==> src/rtl/dac_src_sel.sv <==
module dac_src_sel #(
  parameter int DW = 16
) (
  input  logic            clk,
  input  logic            rst_n,
  input  logic            sample_req,
  input  logic [1:0]      src_sel,
  input  logic            sync_arm,
  input  logic [2*DW-1:0] dma_data,
  input  logic            dma_valid,
  output logic            dma_ready,
  input  logic            sec_valid,
  input  logic            ext_sync,
  output logic            sync_out,
  input  logic [DW-1:0]   ext_a,
  input  logic            ext_a_valid,
  input  logic [DW-1:0]   ext_b,
  input  logic            ext_b_valid,
  output logic [DW-1:0]   out_a,
  output logic [DW-1:0]   out_b,
  output logic            out_valid
);

  localparam logic [1:0] SRC_DMA  = 2'd0;
  localparam logic [1:0] SRC_EXT  = 2'd1;
  localparam logic [1:0] SRC_RAMP = 2'd2;

  logic [DW-1:0] ramp_q;
  logic          start_q;

  wire is_dma   = (src_sel == SRC_DMA);
  wire peer_ok  = dma_valid & (sec_valid | ext_sync);
  wire start_ev = sync_arm & is_dma & ~start_q & peer_ok;
  wire gate_ok  = ~sync_arm | start_q | peer_ok;

  assign dma_ready = sample_req & is_dma & gate_ok;

  wire take_dma  = dma_ready & dma_valid;
  wire take_ext  = sample_req & (src_sel == SRC_EXT) & ext_a_valid & ext_b_valid;
  wire take_ramp = sample_req & (src_sel == SRC_RAMP);
  wire take_any  = take_dma | take_ext | take_ramp;

  logic [DW-1:0] nxt_a, nxt_b;
  always_comb begin
    nxt_a = ramp_q;
    nxt_b = ramp_q + DW'(1);
    if (take_dma) begin
      nxt_a = dma_data[DW-1:0];
      nxt_b = dma_data[2*DW-1:DW];
    end else if (take_ext) begin
      nxt_a = ext_a;
      nxt_b = ext_b;
    end
  end

  always_ff @(posedge clk) begin
    if (!rst_n) begin
      out_a     <= '0;
      out_b     <= '0;
      out_valid <= 1'b0;
      ramp_q    <= '0;
      start_q   <= 1'b0;
      sync_out  <= 1'b0;
    end else begin
      out_valid <= take_any;
      if (take_any) begin
        out_a <= nxt_a;
        out_b <= nxt_b;
      end
      if (take_ramp) ramp_q <= ramp_q + DW'(1);
      sync_out <= start_ev;
      if (!sync_arm)     start_q <= 1'b0;
      else if (start_ev) start_q <= 1'b1;
    end
  end

  p_ready_on_req_r6: assert property (@(posedge clk) disable iff (!rst_n)
    !sample_req |-> !dma_ready);

  p_ready_dma_only_r2: assert property (@(posedge clk) disable iff (!rst_n)
    dma_ready |-> (src_sel == SRC_DMA));

  p_no_req_hold_r6: assert property (@(posedge clk) disable iff (!rst_n)
    !sample_req |=> (!out_valid && $stable(out_a) && $stable(out_b)));

  p_gate_closed_r7: assert property (@(posedge clk) disable iff (!rst_n)
    (sync_arm && !start_q && !(dma_valid && (sec_valid || ext_sync))) |-> !dma_ready);

  p_sync_pulse_r8: assert property (@(posedge clk) disable iff (!rst_n)
    sync_out |=> !sync_out);

  p_sync_dma_only_r9: assert property (@(posedge clk) disable iff (!rst_n)
    (src_sel != SRC_DMA) |=> !sync_out);

  p_ramp_step_r4: assert property (@(posedge clk) disable iff (!rst_n)
    (take_ramp && $past(take_ramp) && out_valid) |=> (out_a == $past(out_a) + DW'(1)));

endmodule

==> config.mk <==
export PLATFORM = sky130hd
export DESIGN_NAME = dac_src_sel
export DESIGN_NICKNAME = d
export VERILOG_FILES = /design/src/rtl/dac_src_sel.sv
export SDC_FILE = /design/constraint.sdc
export NUM_CORES = 1
export LEC_CHECK = 0
export ABC_AREA = 1
export BUFFER_PORTS_ARGS = -buffer_cell sky130_fd_sc_hd__buf_2
export CORE_MARGIN = 4
export CORE_UTILIZATION = 45
export DETAILED_ROUTE_END_ITERATION = 6
export GPL_ROUTABILITY_DRIVEN = 0
export PLACE_DENSITY = 0.73
export SYNTH_ARGS = -nofsm -noshare
export SYNTH_HDL_FRONTEND = slang
export SYNTH_SLANG_ARGS = --single-unit
==> constraint.sdc <==
create_clock -name clk -period 1.75 [get_ports clk]
set_input_delay 0.0875 -clock clk [delete_from_list [all_inputs] [get_ports clk]]
set_output_delay 0.0875 -clock clk [all_outputs]
set_load 0.02 [all_outputs]
==> PnR_summary.wiki, run 1 <==
{| class="wikitable"
! Metric !! Value
|-
| Result of the run || complete, no violations
|-
| Final antenna-violating net count || 0
|-
| Max-cap check violation count || 0
|-
| Sinks on Clock Net || 51
|-
| Largest family of logic cells by synthesized area || simple AND/OR/NAND/NOR gates
|-
| Highest fanout seen on the critical path || 6
|-
| Leading area contributor after synthesis || dfxtp_1
|-
| Met2 Resource Use GR || between 30% and 40%
|-
| Placement Rows || 29
|-
| Wire length of the first global-routing pass || approximately 15000 um
|-
| Area Growth Syn to Fin || 24.11%
|-
| Area of the mapped netlist || slightly above 3000 um^2
|-
| M3 GR Usage || under 10%
|-
| Gr ovfl total || 0
|-
| Die Area || between 8000 and 9000 um^2
|-
| Setup CP Type || reg -> reg
|-
| Multiplexer fraction of the synthesized cell area || 0%
|-
| CORE AREA || 6495 um^2
|-
| Maximum frequency from static timing analysis || between 600 and 700 MHz
|-
| Effective utilization at floorplan || a little under half
|-
| Part of the total power dissipated in sequential elements || around 46%
|-
| IR drop worst, VDD || 380.2 uV
|-
| Worst endpoint data arrival time || ~1.7 ns
|-
| Count of TritonRoute iterations in the first routing pass || 5
|-
| Switching fraction of total power || around 28%
|-
| Number of buffers added on ports || roughly 110
|-
| # hold bufs at CTS || 0
|-
| Part of the total power dissipated in the clock network || between 30% and 40%
|-
| GRT busiest layer || met2
|-
| Number of placed instances with taps included || about 680
|-
| RSZ-0062 raised after global routing || no
|-
| Drc violations || 0
|-
| Nets || a little under 700
|-
| Max-Slew Margin vs Limit || between 60% and 70%
|-
| Yosys warnings || 0
|-
| Worst path most repeated cell || nand3_1
|-
| Area of all placed cells without fillers || around 3800 um^2
|-
| Final setup violation count || 0
|-
| Worst path top cell family by delay || simple AND/OR/NAND/NOR gates
|-
| Post-CTS setup buffer count || 0
|-
| H-tree depth || 2
|-
| Largest stage delay on the critical path || about 0.40 ns
|-
| Maximum number of pins on one net before global-route repair || 34
|-
| Distinct cells, synth || 27
|-
| Post-Synth Simple-Gate Area || between 30% and 40%
|-
| Number of slew-limit violations in the final report || 0
|-
| Fillcell total || approximately 640
|-
| Buffer levels on the longest clock path || 2
|-
| Vias in the first global route || about 3300
|-
| Antenna cells || 0
|-
| Transition at the pin with the smallest max-transition slack || 0.5964 ns
|-
| Setup Total Neg Slack || 0 ns
|-
| Final count of hold timing violations || 0
|-
| Overall routed net length || roughly 9000 um
|-
| Worst-Skew Late Latency || 0.30 ns
|-
| CTS resizes || 0
|-
| DP HPWL || 7156 um
|-
| Initial DRC Count || roughly 280
|-
| Instance area after placement || 3684 um^2
|-
| Vias per cell || 5.147
|-
| Boundary pin count || 110
|-
| Mapped Avg Cell Area || 6.095 um^2
|-
| Area fraction of the dominant cell type after synthesis || around a third
|-
| CTS tree || built
|-
| Type of element launching the critical path || register
|-
| Number of nets produced by synthesis || slightly below 600
|-
| Height of the chip || between 90 and 100 um
|-
| HP Class || in -> reg
|-
| Cell Chain, Critical Path || ha_1 > nand3_1 > inv_1 > nand2_1 > nand2_1 > nand3_1 > nand3_1 > nand3_1 > nand2_1 > inv_1
|-
| Xor-xnor portion of the synthesized cell area || less than 1%
|-
| DR vias || 3536
|-
| Synth top area cells || dfxtp_1 33%, nand2_1 19%, inv_1 7.4%
|-
| Pwr per Cell Area || ~740 nW/um^2
|-
| CTS Buf Count || 5
|-
| FF+latch area || 1021 um^2
|-
| Required time at the worst-slack endpoint || between 1.5 and 2 ns
|-
| Post-detailed-route wirelength per cell || around 13 um
|-
| Number of standard cells in the layout, taps in and fillers out || 687
|-
| Leakage power of the design || between 2 and 2.5 nW
|-
| Area share of fa/ha/maj cells after synthesis || less than 1%
|-
| Final Cycle Share || 87.21%
|-
| Antenna violations before repair || 0
|-
| Crit path time final || 1.526 ns
|-
| Global-route usage over all layers || roughly 22%
|-
| Proportion of synthesized chip area in sequential cells || between 30% and 40%
|-
| Worst setup EP type || register
|-
| Flip-flop and latch count after synthesis || approximately 50
|-
| Met1 usage in global routing || a little under 30%
|-
| Worst clock skew || about 0.0073 ns
|-
| Buffers and inverters on the worst path || 2
|-
| Area used by multi-input combinational logic || ~1700 um^2
|-
| Share of total power in combinational logic || roughly 20%
|-
| Die extent in x || slightly above 90 um
|-
| Proportion of layout cells with a drive suffix above 1 || about a quarter
|-
| Synthesized-area fraction occupied by ao, oa, aoi and oai cells || between 15 and 20%
|-
| Worst-path clk slew || roughly 0.1 ns
|-
| Cell at the slowest stage of the critical path || dfxtp_1
|-
| Internal Power || between 2 and 2.5 mW
|-
| Post-Syn Instances || between 500 and 600
|-
| Cell at the root of the clock tree || clkbuf_8
|-
| Net switching power of the design || ~0.8 mW
|}
path summary, 6_finish.rpt:
kind,to,slack (ns),startpoint,cells after the start
max,out_b[8]$_SDFFE_PN0P_,0.22,ramp_q[1]$_SDFFE_PN0P_,10
min,sync_out$_SDFF_PN0_,0.06,sync_arm,3
max reg2reg,out_b[8]$_SDFFE_PN0P_,0.22,ramp_q[1]$_SDFFE_PN0P_,10
min reg2reg,sync_out$_SDFF_PN0_,0.47,start_q$_SDFFE_PN0P_,1
metal layers:
layer	vias up	wire length, um
li1	1803	-
met1	1599	4043
met2	120	4506
met3	14	595
met4	0	108
met5	-	0
kinds of logic (layout without fill, tap and decap cells):
| logic type | Yosys count | after routing |
|---|---|---|
| DFF | 51 | 51 |
| AOI/OAI and AO/OA | 94 | 94 |
| xor gates and xnor gates | 1 | 1 |
| adders and majority gates | 1 | 1 |
| and+or+nand+nor | 267 | 267 |
| buffers and inverters | 91 | 196 |
per-stage QoR:
stage,utilization [%],hold slack (ns),setup WS [ns],total power [mW]
3_3_place_gp,56.71,0.3769,0.3269,1.858
3_5_place_dp,56.71,0.3765,0.2700,1.868
6_report,58.81,0.05981,0.2239,2.825
2_1_floorplan,-,0.2476,0.4067,1.658
5_1_grt,58.81,0.07049,0.03434,2.970
4_1_cts,58.81,0.04619,0.2475,2.844
sequential cells by signal (all words and copies together) (netlist names):
signal and count:
sync_out 1, start_q 1, out_valid 1, out_b 16
ramp_q 16, out_a 16
power by group through the flow:
stage          clock (mW)  sequential, mW  combinational [mW]
2_1_floorplan           0            1.37               0.284
3_3_place_gp            0            1.31               0.548
3_5_place_dp            0            1.31               0.555
4_1_cts             0.999            1.29               0.559
5_1_grt              1.05            1.30               0.624
6_report            0.979            1.29               0.559
cell usage in the layout, fill, tap and decap left out:
master / count
or2_2: 3
nand2_1: 157
a211oi_1: 1
clkbuf_8: 5
o21ai_0: 32
nor4_1: 1
o211ai_1: 15
nor3_2: 1
a21oi_2: 9
inv_1: 61
nand4_1: 4
nand3b_1: 1
nand3_1: 38
a21oi_1: 5
buf_4: 13
buf_12: 1
nor2_2: 2
nand2_2: 1
bufinv_16: 2
nor2_1: 58
nand3_2: 1
buf_2: 109
inv_2: 4
o21ai_1: 32
clkinvlp_4: 1
ha_1: 1
xor2_1: 1
dfxtp_1: 51
cells in the mapped netlist, drive strengths merged:
master,n
nor4,1
clkbuf,7
o21ai,64
nor2,60
nor3,1
o211ai,15
dfxtp,51
or2,3
nand4,4
inv,65
ha,1
nand2,158
a211oi,1
nand3,39
xor2,1
buf,19
a21oi,14
nand3b,1
worst register-to-register path: cells and delay by family (launching register included):
family | cells | cell delay [ns]
AND/OR/NAND/NOR | 7 | 0.62
flip-flops | 1 | 0.40
adder cells (fa/ha/maj) | 1 | 0.20
buffers and inverters | 2 | 0.21
area by class of cell:
cell class,instances,share of cell area (%)
multi-input combinational,363,43.43
sequential,51,26.73
timing repair buffer,123,17.36
inverter,65,6.387
tap,77,2.522
clock buffer,5,1.802
clock inverter,3,1.769
(Power assumes the default switching activity.)
==> run 2: changes to the inputs <==
--- a/config.mk
+++ b/config.mk
@@ -7,11 +7,13 @@
 export LEC_CHECK = 0
 export ABC_AREA = 1
 export BUFFER_PORTS_ARGS = -buffer_cell sky130_fd_sc_hd__buf_2
+export CELL_PAD_IN_SITES_DETAIL_PLACEMENT = 0
+export CELL_PAD_IN_SITES_GLOBAL_PLACEMENT = 1
 export CORE_MARGIN = 4
-export CORE_UTILIZATION = 45
+export CORE_UTILIZATION = 33
 export DETAILED_ROUTE_END_ITERATION = 6
 export GPL_ROUTABILITY_DRIVEN = 0
-export PLACE_DENSITY = 0.73
+export PLACE_DENSITY_LB_ADDON = 0.1
 export SYNTH_ARGS = -nofsm -noshare
 export SYNTH_HDL_FRONTEND = slang
 export SYNTH_SLANG_ARGS = --single-unit
==> run 2 against run 1 <==
Global-route usage down 4.1 points. Worst setup slack better by 0.028 ns. Total power decreased by 5.7%. Clock power shrank 17%. Combinational power grew 2%. Die area grew 33%. Largest power group unchanged. Final cell count up 4.4%. Maximum frequency up 1.9%.
==> PnR_summary.wiki, run 2 (same netlist as run 1, synthesis figures left out) <==
{| class="wikitable"
! Metric !! Value
|-
| Result of the run || complete, no violations
|-
| Antenna violations before repair || 0 (unchanged)
|-
| Die Area || 10940 um^2 (+33%)
|-
| Type of element launching the critical path || register
|-
| Buffer levels on the longest clock path || 2 (unchanged)
|-
| CORE AREA || 8891 um^2 (+37%)
|-
| Cell at the root of the clock tree || clkbuf_8
|-
| Maximum frequency from static timing analysis || 667.5 MHz (+1.9%)
|-
| Fillcell total || 992 (+55%)
|-
| Required time at the worst-slack endpoint || 1.96 ns (about the same)
|-
| Global-route usage over all layers || 18.15% (-4.1 points)
|-
| CTS Buf Count || 5 (unchanged)
|-
| Area Growth Syn to Fin || 24.67%
|-
| Gr ovfl total || 0 (unchanged)
|-
| Max-Slew Margin vs Limit || 79.26% (+19 points)
|-
| Boundary pin count || 110 (unchanged)
|-
| Wire length of the first global-routing pass || 16190 um (+5.6%)
|-
| Proportion of layout cells with a drive suffix above 1 || 24.79% (-0.12 points)
|-
| Worst endpoint data arrival time || 1.71 ns (-0.03 ns)
|-
| DP HPWL || 7721 um (+7.9%)
|-
| Number of buffers added on ports || 109 (unchanged)
|-
| Count of TritonRoute iterations in the first routing pass || 4 (-1)
|-
| DR vias || 3350 (-5.3%)
|-
| Setup Total Neg Slack || 0 ns (unchanged)
|-
| Drc violations || 0 (unchanged)
|-
| Area of all placed cells without fillers || 3837 um^2 (+0.46%)
|-
| Setup CP Type || reg -> reg
|-
| Post-detailed-route wirelength per cell || 13.89 um (+3.1%)
|-
| Final Cycle Share || 85.60% (-1.6 points)
|-
| Transition at the pin with the smallest max-transition slack || 0.3107 ns (-0.2857 ns)
|-
| Highest fanout seen on the critical path || 6 (unchanged)
|-
| Max-cap check violation count || 0 (unchanged)
|-
| Number of slew-limit violations in the final report || 0 (unchanged)
|-
| Instance area after placement || 3735 um^2 (+1.4%)
|-
| Worst-Skew Late Latency || 0.31 ns (about the same)
|-
| Placement Rows || 34 (+17%)
|-
| Die extent in x || 104.6 um (+15%)
|-
| Post-Route Hold Slack || 0.04880 ns (-0.01101 ns)
|-
| Nets || 685 (unchanged)
|-
| Vias in the first global route || 3212 (-1.9%)
|-
| Sinks on Clock Net || 51 (unchanged)
|-
| Worst clock skew || 0.01189 ns (+0.004628 ns)
|-
| IR drop worst, VDD || 306.2 uV (-19%)
|-
| Height of the chip || 104.6 um (+15%)
|-
| Antenna cells || 0 (unchanged)
|-
| Final count of hold timing violations || 0 (unchanged)
|-
| Leakage power of the design || 2.028 nW (-0.47%)
|-
| Vias per cell || 4.672 (-9.2%)
|-
| Initial DRC Count || 134 (-52%)
|-
| Pwr per Cell Area || 693.9 nW/um^2 (-6.2%)
|-
| Overall power consumption || 2.663 mW (-5.7%)
|-
| Leading cell types in the layout, fill and taps excluded || 157 x nand2_1, 109 x buf_2, 60 x inv_1
|-
| H-tree depth || 2 (unchanged)
|-
| RSZ-0062 raised after global routing || no
|-
| Post-CTS setup buffer count || 0 (unchanged)
|-
| Most common cell after layout, fill and taps aside || nand2_1
|-
| Crit path time final || 1.498 ns (-0.02805 ns)
|-
| Worst setup EP type || register
|-
| HP Class || in -> reg
|-
| Worst-path clk slew || 0.09 ns (about the same)
|-
| Maximum number of pins on one net before global-route repair || 50 (+47%)
|-
| Registers with the most flip-flops || out_a (16), out_b (16), ramp_q (16)
|-
| Core occupancy in the finished layout || 43.16% (-16 points)
|-
| Overall routed net length || 9958 um (+7.6%)
|-
| CTS tree || built
|-
| Effective utilization at floorplan || 34.62% (-13 points)
|-
| Final antenna-violating net count || 0 (unchanged)
|-
| Final setup violation count || 0 (unchanged)
|}
==> run 2: final cells by class <==
type / instances / area [um^2] / share of cell area, %
Timing Repair Buffer: 123 / 675.6 / 17.61
Sequential cell: 51 / 1021 / 26.61
Tap cell: 108 / 135.1 / 3.521
Multi-Input combinational cell: 363 / 1659 / 43.23
Clock inverter: 1 / 30.03 / 0.7825
Clock buffer: 6 / 72.57 / 1.891
Inverter: 65 / 244.0 / 6.358
==> run 2: power by group <==
group | internal, mW | switching [mW] | total (mW)
Sequential | 1.24 | 0.0490 | 1.28
Clock | 0.420 | 0.389 | 0.809
Combinational | 0.221 | 0.348 | 0.570
==> run 2: per-layer routing <==
| metal | vias up | track usage [%] | share of wire, % |
|---|---|---|---|
| li1 | 1804 | - | - |
| met1 | 1467 | 24.99 | 49 |
| met2 | 75 | 30.58 | 47 |
| met3 | 4 | 2.836 | 4.0 |
| met4 | 0 | 3.093 | 0.53 |
| met5 | - | 0 | 0 |
==> run 2: path summary, 6_finish.rpt <==
kind / from / to / slack, ns / cells past startpoint
worst max-delay path: ramp_q[1]$_SDFFE_PN0P_ / out_b[8]$_SDFFE_PN0P_ / 0.25 / 10
worst min-delay path: sync_arm / sync_out$_SDFF_PN0_ / 0.05 / 3
worst max register to register: ramp_q[1]$_SDFFE_PN0P_ / out_b[8]$_SDFFE_PN0P_ / 0.25 / 10
worst min register to register: start_q$_SDFFE_PN0P_ / sync_out$_SDFF_PN0_ / 0.46 / 1
==> run 2: worst max-delay path, cell delays in order (launching register included) <==
cell	delay (ns)
dfxtp_1	0.40
ha_1	0.20
nand3_1	0.17
inv_2	0.15
nand2_1	0.08
nand2_1	0.09
nand3_1	0.07
nand3_1	0.08
nand3_1	0.07
nand2_1	0.06
inv_1	0.03
==> run 2: timing repair <==
item | 4_1_cts | 5_1_grt
setup endpoints to repair | 0 | 1
hold buffers | 0 | 0
gates resized for setup | 0 | 1
==> run 2: metrics by stage <==
| step | std cells | setup WS, ns |
|---|---|---|
| after CTS | 717 | 0.2185 |
| after global placement | 710 | 0.2737 |
| final | 717 | 0.2519 |
| after floorplan | 505 | 0.4067 |
| after detailed placement | 710 | 0.2370 |
| after global routing | 717 | 0.05395 |
==> run 3: changes to the inputs <==
--- a/config.mk
+++ b/config.mk
@@ -6,7 +6,7 @@
 export NUM_CORES = 1
 export LEC_CHECK = 0
 export ABC_AREA = 1
-export BUFFER_PORTS_ARGS = -buffer_cell sky130_fd_sc_hd__buf_2
+export BUFFER_PORTS_ARGS = -buffer_cell sky130_fd_sc_hd__buf_4
 export CELL_PAD_IN_SITES_DETAIL_PLACEMENT = 0
 export CELL_PAD_IN_SITES_GLOBAL_PLACEMENT = 1
 export CORE_MARGIN = 4
@@ -14,6 +14,7 @@
 export DETAILED_ROUTE_END_ITERATION = 6
 export GPL_ROUTABILITY_DRIVEN = 0
 export PLACE_DENSITY_LB_ADDON = 0.1
+export RECOVER_POWER = 25
 export SYNTH_ARGS = -nofsm -noshare
 export SYNTH_HDL_FRONTEND = slang
 export SYNTH_SLANG_ARGS = --single-unit
==> run 3 against run 2 <==
Maximum frequency is 1.6% lower. Register-to-register slack lost 0.02 ns. Clock power fell by 13%. First-iteration DRC count is 7.5% lower. Critical path type unchanged. Highest routed layer unchanged. Critical path depth decreased by 2. Critical endpoint is now ramp_q[14]$_SDFFE_PN0P_.
==> PnR_summary.wiki, run 3 (same netlist as run 1, synthesis figures left out) <==
{| class="wikitable"
! Metric !! Value
|-
| Post-CTS setup buffer count || 0 (unchanged)
|-
| Logic depth of the worst setup path including buffers || 8 (-2)
|-
| Wire length of the first global-routing pass || 16390 um (+1.2%)
|-
| Most common cell after layout, fill and taps aside || nand2_1
|-
| Final antenna-violating net count || 0 (unchanged)
|-
| Buffers and inverters on the worst path || 1 (-1)
|-
| Boundary pin count || 110 (unchanged)
|-
| Type of element launching the critical path || register
|-
| Count of TritonRoute iterations in the first routing pass || 4 (unchanged)
|-
| Buffer levels on the longest clock path || 2 (unchanged)
|-
| Post-detailed-route wirelength per cell || 14.34 um (+3.3%)
|-
| Gr ovfl total || 0 (unchanged)
|-
| Setup CP Type || reg -> reg
|-
| Sinks on Clock Net || 51 (unchanged)
|-
| Worst clock skew || 0.006004 ns (-0.005885 ns)
|-
| Maximum frequency from static timing analysis || 657.1 MHz (-1.6%)
|-
| Leakage power of the design || 2.004 nW (-1.2%)
|-
| Setup Total Neg Slack || 0 ns (unchanged)
|-
| Overall routed net length || 10270 um (+3.1%)
|-
| Final Cycle Share || 86.96% (+1.4 points)
|-
| Highest fanout seen on the critical path || 5 (-1)
|-
| DR vias || 3376 (+0.78%)
|-
| Area Growth Syn to Fin || 30.08%
|-
| IR drop worst, VDD || 397.8 uV (+30%)
|-
| Maximum number of pins on one net before global-route repair || 50 (unchanged)
|-
| Global-route usage over all layers || 18.43% (+0.28 points)
|-
| CORE AREA || 8891 um^2 (unchanged)
|-
| Max-Slew Margin vs Limit || 65.85% (-13 points)
|-
| Registers with the most flip-flops || out_a (16), out_b (16), ramp_q (16)
|-
| Leading cell types in the layout, fill and taps excluded || 157 x nand2_1, 102 x buf_4, 60 x inv_1
|-
| Worst setup EP type || register
|-
| Antenna violations before repair || 0 (unchanged)
|-
| Die extent in x || 104.6 um (unchanged)
|-
| Cell at the slowest stage of the critical path || dfxtp_1
|-
| DP HPWL || 7948 um (+2.9%)
|-
| Overall power consumption || 2.608 mW (-2.1%)
|-
| Required time at the worst-slack endpoint || 1.95 ns (about the same)
|-
| HP Class || in -> reg
|-
| Pwr per Cell Area || 651.3 nW/um^2 (-6.1%)
|-
| # hold bufs at CTS || 0 (unchanged)
|-
| Die Area || 10940 um^2 (unchanged)
|-
| Number of cells on the worst hold path || 3 (unchanged)
|-
| CTS resizes || 0 (unchanged)
|-
| Effective utilization at floorplan || 34.62% (unchanged)
|-
| Number of buffers added on ports || 109 (unchanged)
|-
| Cell at the root of the clock tree || clkbuf_8
|-
| CTS tree || built
|-
| Crit path time final || 1.522 ns (+0.02371 ns)
|-
| Worst Slack Setup Final || 0.2282 ns (-0.02371 ns)
|-
| Fillcell total || 986 (-0.60%)
|-
| Worst-Skew Late Latency || 0.30 ns (about the same)
|-
| Depth of the worst register-to-register path || 8 (-2)
|-
| Post-Place Setup Slack || 0.2412 ns (+0.004177 ns)
|-
| Worst endpoint data arrival time || 1.73 ns (+0.02 ns)
|-
| RSZ-0062 raised after global routing || no
|-
| Result of the run || complete, no violations
|-
| CTS Buf Count || 5 (unchanged)
|-
| Number of slew-limit violations in the final report || 0 (unchanged)
|-
| Initial DRC Count || 124 (-7.5%)
|-
| Vias in the first global route || 3159 (-1.7%)
|-
| Worst-path clk slew || 0.09 ns (about the same)
|-
| Drc violations || 0 (unchanged)
|-
| Worst path top cell family by delay || simple AND/OR/NAND/NOR gates
|-
| Worst path most repeated cell || nand3_1
|-
| Hold path start || sync_arm
|-
| Cell Chain, Critical Path || ha_1 > nand3_1 > nor2_1 > nand3_1 > nand2_1 > nand3_1 > o211ai_1 > inv_1
|-
| Final setup violation count || 0 (unchanged)
|-
| Max-cap check violation count || 0 (unchanged)
|-
| Transition at the pin with the smallest max-transition slack || 0.5123 ns (+0.2016 ns)
|-
| Height of the chip || 104.6 um (unchanged)
|-
| Core occupancy in the finished layout || 45.03% (+1.9 points)
|-
| H-tree depth || 2 (unchanged)
|-
| Nets || 684 (-0.15%)
|-
| Post-Route Hold Slack || 0.05927 ns (+0.01047 ns)
|-
| Final count of hold timing violations || 0 (unchanged)
|-
| Reg-to-reg critical path startpoint || ramp_q[1]$_SDFFE_PN0P_
|-
| Vias per cell || 4.715 (+0.92%)
|-
| Antenna cells || 0 (unchanged)
|-
| Proportion of layout cells with a drive suffix above 1 || 21.71% (-3.1 points)
|-
| Setup crit start || ramp_q[1]$_SDFFE_PN0P_
|-
| Placement Rows || 34 (unchanged)
|-
| Largest stage delay on the critical path || 0.40 ns (about the same)
|}
run 3: cell count changes in the layout (fill, tap and decap cells not counted):
cell,before,now
bufinv_16,1,0
clkbuf_1,1,19
buf_12,2,1
buf_4,12,102
clkinv_2,0,1
clkbuf_8,5,6
buf_2,109,0
run 3: final timing paths:
check,endpoint,slack [ns]
min reg2reg,sync_out$_SDFF_PN0_,0.46
max,ramp_q[14]$_SDFFE_PN0P_,0.23
max reg2reg,ramp_q[14]$_SDFFE_PN0P_,0.23
min,sync_out$_SDFF_PN0_,0.06
run 3: routing by layer:
layer	GRT usage [%]	wire length, um	vias to the layer above
met5	0	0	-
met4	3.468	95	0
met3	3.144	458	8
met2	29.66	4657	81
met1	26.22	5057	1481
li1	-	-	1806
run 3: tightest hold or removal path, cell delays in order:
cell and delay (ns):
buf_4 0.10, inv_1 0.08, nor4_1 0.06
run 3: where the power goes:
| part | total (mW) | internal, mW | leakage [nW] | switching (mW) |
|---|---|---|---|---|
| registers | 1.29 | 1.24 | 0.418 | 0.0511 |
| clock network | 0.703 | 0.312 | 0.0470 | 0.392 |
| logic | 0.618 | 0.268 | 1.54 | 0.350 |
run 3: cell type report:
class	instances	area, um^2	share of cell area, %
clock buffers	6	82.58	2.063
flip-flops and latches	51	1021	25.50
multi-input cells	363	1659	41.44
inverters	65	244.0	6.094
well taps	108	135.1	3.375
clock inverters	1	5.005	0.1250
repair buffers	122	857.1	21.41
run 3: stage by stage:
step | instances | instance area [um^2]
floorplan | 505 | 3078
global placement | 709 | 3988
detailed placement | 709 | 3988
CTS | 716 | 4075
global route | 716 | 4004
finish | 716 | 4004
